--- config.mk ---
export PLATFORM = sky130hd
export DESIGN_NAME = vstripe_src
export DESIGN_NICKNAME = d
export VERILOG_FILES = /design/src/rtl/vstripe_pkg.sv /design/src/rtl/vstripe_pos.sv /design/src/rtl/vstripe_pix.sv /design/src/rtl/vstripe_mux.sv /design/src/rtl/vstripe_src.sv
export SDC_FILE = /design/constraint.sdc
export NUM_CORES = 1
export LEC_CHECK = 0
export CAP_MARGIN = 15
export CORE_MARGIN = 2
export CORE_UTILIZATION = 46
export DETAILED_ROUTE_END_ITERATION = 10
export GPL_TIMING_DRIVEN = 0
export PLACE_DENSITY = 0.82
export SLEW_MARGIN = 20
export SYNTH_ARGS = -nofsm -noshare
export SYNTH_HDL_FRONTEND = slang
export SYNTH_SLANG_ARGS = --single-unit
--- constraint.sdc ---
create_clock -name clk -period 4.8 [get_ports clk]
set_input_delay 1.44 -clock clk [delete_from_list [all_inputs] [get_ports clk]]
set_output_delay 1.44 -clock clk [all_outputs]
set_load 0.02 [all_outputs]
--- src/rtl/vstripe_pkg.sv ---
package vstripe_pkg;

    typedef enum logic [0:0] {
        ST_IDLE = 1'b0,
        ST_EMIT = 1'b1
    } gen_state_t;

    localparam logic [1:0] STOP_NOW  = 2'd0;
    localparam logic [1:0] STOP_LINE = 2'd1;

    typedef struct packed {
        logic [7:0] data;
        logic       sol;
        logic       eof;
    } beat_t;

endpackage

--- src/rtl/vstripe_pos.sv ---
module vstripe_pos #(
    parameter int BW = 16,
    parameter int LW = 12
) (
    input  logic          clk,
    input  logic          rst_n,
    input  logic          clear,
    input  logic          step,
    input  logic          fmt16,
    input  logic [BW-1:0] line_bytes,
    input  logic [LW-1:0] line_count,
    output logic [BW-1:0] byte_idx,
    output logic [BW-1:0] pix_idx,
    output logic [1:0]    sub_idx,
    output logic [LW-1:0] line_idx,
    output logic          line_last,
    output logic          frame_last
);
    localparam logic [BW-1:0] ONE_B = BW'(1);
    localparam logic [LW-1:0] ONE_L = LW'(1);

    logic [1:0] sub_last;

    always_comb begin
        sub_last   = fmt16 ? 2'd1 : 2'd2;
        line_last  = (byte_idx == line_bytes - ONE_B);
        frame_last = line_last && (line_idx == line_count - ONE_L);
    end

    always_ff @(posedge clk or negedge rst_n) begin
        if (!rst_n) begin
            byte_idx <= '0;
            pix_idx  <= '0;
            sub_idx  <= '0;
            line_idx <= '0;
        end else if (clear) begin
            byte_idx <= '0;
            pix_idx  <= '0;
            sub_idx  <= '0;
            line_idx <= '0;
        end else if (step) begin
            if (line_last) begin
                byte_idx <= '0;
                pix_idx  <= '0;
                sub_idx  <= '0;
                line_idx <= frame_last ? '0 : line_idx + ONE_L;
            end else begin
                byte_idx <= byte_idx + ONE_B;
                if (sub_idx == sub_last) begin
                    sub_idx <= '0;
                    pix_idx <= pix_idx + ONE_B;
                end else begin
                    sub_idx <= sub_idx + 2'd1;
                end
            end
        end
    end
endmodule

--- src/rtl/vstripe_pix.sv ---
module vstripe_pix #(
    parameter int BW = 16,
    parameter int EW = 4
) (
    input  logic [BW-1:0] pix_idx,
    input  logic [1:0]    sub_idx,
    input  logic [EW-1:0] stripe_exp,
    input  logic          fmt16,
    input  logic [23:0]   col_a,
    input  logic [23:0]   col_b,
    output logic [7:0]    byte_out
);
    logic [BW-1:0] band;
    logic [23:0]   col;
    logic [7:0]    red, grn, blu;

    always_comb begin
        band = pix_idx >> stripe_exp;
        col  = band[0] ? col_b : col_a;
        red  = col[23:16];
        grn  = col[15:8];
        blu  = col[7:0];
        if (fmt16) begin
            byte_out = (sub_idx == 2'd0) ? {grn[4:2], blu[7:3]} : {red[7:3], grn[7:5]};
        end else begin
            unique case (sub_idx)
                2'd0:    byte_out = blu;
                2'd1:    byte_out = grn;
                default: byte_out = red;
            endcase
        end
    end
endmodule

--- src/rtl/vstripe_mux.sv ---
module vstripe_mux
    import vstripe_pkg::*;
(
    input  logic  gen_sel,
    input  beat_t gen_beat,
    input  logic  gen_valid,
    output logic  gen_ready,
    input  beat_t in_beat,
    input  logic  in_valid,
    output logic  in_ready,
    output beat_t out_beat,
    output logic  out_valid,
    input  logic  out_ready
);
    always_comb begin
        if (gen_sel) begin
            out_beat  = gen_beat;
            out_valid = gen_valid;
            gen_ready = out_ready;
            in_ready  = 1'b0;
        end else begin
            out_beat  = in_beat;
            out_valid = in_valid;
            gen_ready = 1'b0;
            in_ready  = out_ready;
        end
    end
endmodule

--- src/rtl/vstripe_src.sv ---
module vstripe_src
    import vstripe_pkg::*;
#(
    parameter int BW = 16,
    parameter int LW = 12,
    parameter int EW = 4
) (
    input  logic          clk,
    input  logic          rst_n,
    input  logic          gen_sel,
    input  logic          gen_run,
    input  logic [1:0]    stop_mode,
    input  logic          fmt16,
    input  logic [EW-1:0] stripe_exp,
    input  logic [23:0]   col_a,
    input  logic [23:0]   col_b,
    input  logic [LW-1:0] line_count,
    input  logic [BW-1:0] line_bytes,
    input  logic [7:0]    in_data,
    input  logic          in_valid,
    input  logic          in_sol,
    input  logic          in_eof,
    output logic          in_ready,
    output logic [7:0]    out_data,
    output logic          out_valid,
    output logic          out_sol,
    output logic          out_eof,
    input  logic          out_ready
);
    gen_state_t state, state_nx;

    logic [BW-1:0] byte_idx, pix_idx;
    logic [1:0]    sub_idx;
    logic [LW-1:0] line_idx;
    logic          line_last, frame_last;
    logic          abort_now, gen_valid, gen_ready, fire;
    logic [7:0]    pix_byte;
    beat_t         gen_beat, in_beat, out_beat;

    always_comb begin
        abort_now = (stop_mode == STOP_NOW) && !gen_run;
        gen_valid = (state == ST_EMIT) && !abort_now;
        fire      = gen_valid && gen_ready;
    end

    // state register
    always_ff @(posedge clk or negedge rst_n) begin
        if (!rst_n) state <= ST_IDLE;
        else        state <= state_nx;
    end

    // transitions: START, DESELECT, ABORT, LINE_STOP, FRAME_STOP, WRAP
    always_comb begin
        state_nx = state;
        unique case (state)
            ST_IDLE: begin
                if (gen_sel && gen_run) state_nx = ST_EMIT;
            end
            ST_EMIT: begin
                if (!gen_sel)                            state_nx = ST_IDLE;
                else if (abort_now)                      state_nx = ST_IDLE;
                else if (fire && line_last && !gen_run) begin
                    if (frame_last || stop_mode == STOP_LINE) state_nx = ST_IDLE;
                end
            end
            default: state_nx = ST_IDLE;
        endcase
    end

    vstripe_pos #(.BW(BW), .LW(LW)) u_pos (
        .clk        (clk),
        .rst_n      (rst_n),
        .clear      (state == ST_IDLE),
        .step       (fire),
        .fmt16      (fmt16),
        .line_bytes (line_bytes),
        .line_count (line_count),
        .byte_idx   (byte_idx),
        .pix_idx    (pix_idx),
        .sub_idx    (sub_idx),
        .line_idx   (line_idx),
        .line_last  (line_last),
        .frame_last (frame_last)
    );

    vstripe_pix #(.BW(BW), .EW(EW)) u_pix (
        .pix_idx    (pix_idx),
        .sub_idx    (sub_idx),
        .stripe_exp (stripe_exp),
        .fmt16      (fmt16),
        .col_a      (col_a),
        .col_b      (col_b),
        .byte_out   (pix_byte)
    );

    // output assembly
    always_comb begin
        gen_beat.data = pix_byte;
        gen_beat.sol  = (byte_idx == '0);
        gen_beat.eof  = frame_last;
        in_beat.data  = in_data;
        in_beat.sol   = in_sol;
        in_beat.eof   = in_eof;
        out_data      = out_beat.data;
        out_sol       = out_beat.sol;
        out_eof       = out_beat.eof;
    end

    vstripe_mux u_mux (
        .gen_sel   (gen_sel),
        .gen_beat  (gen_beat),
        .gen_valid (gen_valid),
        .gen_ready (gen_ready),
        .in_beat   (in_beat),
        .in_valid  (in_valid),
        .in_ready  (in_ready),
        .out_beat  (out_beat),
        .out_valid (out_valid),
        .out_ready (out_ready)
    );


    idle_quiet_chk: assert property (@(posedge clk) disable iff (!rst_n)
        (gen_sel && state == ST_IDLE) |-> !out_valid);

    line_range_chk: assert property (@(posedge clk) disable iff (!rst_n)
        (state == ST_EMIT && line_count != '0) |-> (line_idx < line_count));

    byte_range_chk: assert property (@(posedge clk) disable iff (!rst_n)
        (state == ST_EMIT && line_bytes != '0) |-> (byte_idx < line_bytes));

    hold_on_stall_chk: assert property (@(posedge clk) disable iff (!rst_n)
        (gen_sel && out_valid && !out_ready) |=> (!out_valid || !gen_sel || $stable(out_data)));

    input_blocked_chk: assert property (@(posedge clk) disable iff (!rst_n)
        gen_sel |-> !in_ready);

    abort_quiet_chk: assert property (@(posedge clk) disable iff (!rst_n)
        (gen_sel && stop_mode == STOP_NOW && !gen_run) |-> !out_valid);
endmodule

==> flow_metrics.env <==
export IMPL_outcome="complete, but fails checks"
export IMPL_violations="setup timing"
export IMPL_die_area_um2=10400
export IMPL_placed_cells=788
export IMPL_core_um2=9280
export IMPL_rows=35
export IMPL_setup_viol=9
export IMPL_async_reset_ff_share_pct=100
export IMPL_cts_buffer_depth=2
export IMPL_grt_ovfl_total=0
export IMPL_drt_total_wl_mm=14.9
export IMPL_worstMarginPinSlew_ps=766
export IMPL_synth_ff_type="dfrtp_1"
export IMPL_r2r_slack_ps=1510
export IMPL_leakagePower_nw=2.42
export IMPL_portBuffers=107
export IMPL_path_class="primary input to primary output"
export IMPL_cts_root_buffer="clkbuf_8"
export IMPL_syn_area_per_cell_um2=8.00
export IMPL_fp_dieH_um=102
export IMPL_drc_errors=0
export IMPL_finalHoldViolations=0
export IMPL_yosysTopAreaCellShare_pct=26.7
export IMPL_htreeDepth=2
export IMPL_synth_area_um2=4410
export IMPL_irDropWorstVdd_mv=0.206
export IMPL_num_vias=5019
export IMPL_post_route_period_util_pct=105
export IMPL_synth_edf_count=0
export IMPL_critPathCaptureType="primary output"
export IMPL_post_route_cells_drive_above_1_share_pct=21.8
export IMPL_synth_fp_nets=658
export IMPL_wl_per_cell_um=17.9
export IMPL_yosysTopAreaCell="dfrtp_1"
export IMPL_ioPinCount=111
export IMPL_ys_ff_latch=47
export IMPL_syn2layout_area_growth_pct=47.4
export IMPL_fin_cells=832
export IMPL_insertion_delay_ps=310
export IMPL_layout_common_cells="clkdlybuf4s50_1 (72), nor2_1 (54), nand2_1 (52)"
export IMPL_max_clock_freq_mhz=199
export IMPL_grt_pass1_wl_mm=22.9
export IMPL_die_w_um=102
export IMPL_drt_first_pass_iters=5
export IMPL_postLayoutCoreUtil_pct=70.0
export IMPL_cp_arrival_ps=3600
export IMPL_worst_hold_path_type="register to register"
export IMPL_crit_path_start_kind="primary input"
export IMPL_path_max_fanout=7
export IMPL_drtAntennaViolNets=0
export IMPL_start_util_pct=47.5
export IMPL_antenna_found_initial=0
export IMPL_grt_max_degree=32
export IMPL_cts_sinks=47
export IMPL_finalNetCount=809
export IMPL_yosys_warnings=0
export IMPL_fin_crit_ps=5040
export IMPL_diodes=0
export IMPL_grt_pass1_vias=4941
export IMPL_cts_tree="done"
export IMPL_yosysUniqueCellTypes=70
export IMPL_drv_slew=0
export IMPL_synthCells=551
export IMPL_yosys_top_cells_area="dfrtp_1 (27%), xnor2_1 (6.2%), xor2_1 (5.0%), nor2_1 (4.9%), nand2_1 (4.4%)"
export IMPL_synth_seq_area_share_pct=26.7
export IMPL_tns_ps=-1550
export IMPL_grt_total_usage_pct=27.2
export IMPL_cts_hold_buffers=0
export IMPL_vias_per_cell=6.03
export IMPL_layout_commonest_cell="clkdlybuf4s50_1"
export IMPL_clkSlewWorstSetupHoldPaths_ps=90
export IMPL_rsz0062_at_grt="true"
export IMPL_drt_iter0_markers=452
export IMPL_dp_hpwl_mm=10.5
export IMPL_skew_ps=4.63
export IMPL_slew_headroom_pct=48.8
export IMPL_cts_made_buffers=5
export IMPL_drv_cap=0
export IMPL_setup_ws_ps=-237
export IMPL_required_ps=3360
export IMPL_p_per_area_nw_per_um2=156
export IMPL_gp_congestion=0.971
## worst paths after layout
check,start,endpoint,cells after the start
worst max-delay path,stripe_exp[0],out_data[3],11
worst min-delay path,u_pos.pix_idx[15],u_pos.pix_idx[15],2
worst max register to register,u_pos.byte_idx[2],u_pos.pix_idx[6],10
worst min register to register,u_pos.pix_idx[15],u_pos.pix_idx[15],2
max in group asynchronous,rst_n,u_pos.byte_idx[9],2
min in group asynchronous,rst_n,u_pos.pix_idx[10],1
## critical path, stage by stage
cell and delay (ps):
buf_12 90, mux4_2 520, mux2i_2 220, mux2i_4 190
clkbuf_8 210, buf_6 110, mux2i_1 200, nor2b_1 120
nor4_2 250, nor2_1 80, buf_4 170
## repair_timing
action / in CTS / in global routing
cloned: 2 / 0
resized for setup: 162 / 74
endpoints found under the hold margin: 0 / 0
setup buffers: 21 / 15
endpoints found under the setup margin: 31 / 9
pin swaps: 29 / 29
## where the power goes
| group | internal (W) | switching, W |
|---|---|---|
| combinational | 0.000149 | 0.000153 |
| sequential | 0.000397 | 0.00000235 |
| clock | 0.000158 | 0.000152 |
## stage by stage
stage               instance area (um2)  setup WS [ps]  hold WS, ps  total power [W]
floorplan                          4470          -51.0          500         0.000521
detailed placement                 5720          -1650          544         0.000669
global route                       6500           -316          600          0.00105
CTS                                6240           -265          566         0.000986
global placement                   5700          -1570          525         0.000662
finish                             6500           -237          556          0.00101
## state kept, by name, summed over array words and instances, names as in the netlist
signal,flops
state,1
u_pos.byte_idx,16
u_pos.line_idx,12
u_pos.pix_idx,16
u_pos.sub_idx,2
## layer usage
| metal | up-vias | global-route usage [%] | routed length [um] |
|---|---|---|---|
| met5 | - | 0 | 0 |
| met4 | 0 | 9.23 | 312 |
| met3 | 32 | 4.92 | 1220 |
| met2 | 221 | 49.1 | 7430 |
| met1 | 2428 | 32.6 | 5920 |
| li1 | 2338 | - | - |
## logic make-up after synthesis
| family | synth area share [%] |
|---|---|
| mux | 6.87 |
| xor+xnor | 11.1 |
| flops | 26.7 |
| compound gates | 16.5 |
| simple gates | 31.3 |
| buf+inv | 5.22 |
| fa+ha+maj | 2.27 |
## synth_stat cells (all sizes together) (7+ instances only)
| library cell | n |
|---|---|
| clkbuf | 24 |
| nand3 | 38 |
| dfrtp | 47 |
| nor2 | 58 |
| a21oi | 7 |
| ha | 8 |
| xor2 | 25 |
| buf | 7 |
| nand4 | 13 |
| nand4b | 9 |
| nor3 | 17 |
| o22ai | 14 |
| or4 | 8 |
| nand2 | 53 |
| inv | 25 |
| o21ai | 17 |
| nor4 | 13 |
| xnor2 | 31 |
| mux2i | 19 |
| nor2b | 8 |
| a31oi | 10 |
## layout make-up
cell class | count | area [um2]
Sequential cell | 47 | 1180
Buffer | 30 | 163
Clock inverter | 3 | 47.5
Clock buffer | 5 | 68.8
Multi-Input combinational cell | 448 | 3440
Inverter | 26 | 97.6
Tap cell | 129 | 161
Fill cell | 668 | 2790
Timing Repair Buffer | 144 | 1340
Note: power is estimated with default switching activity, not from simulation.
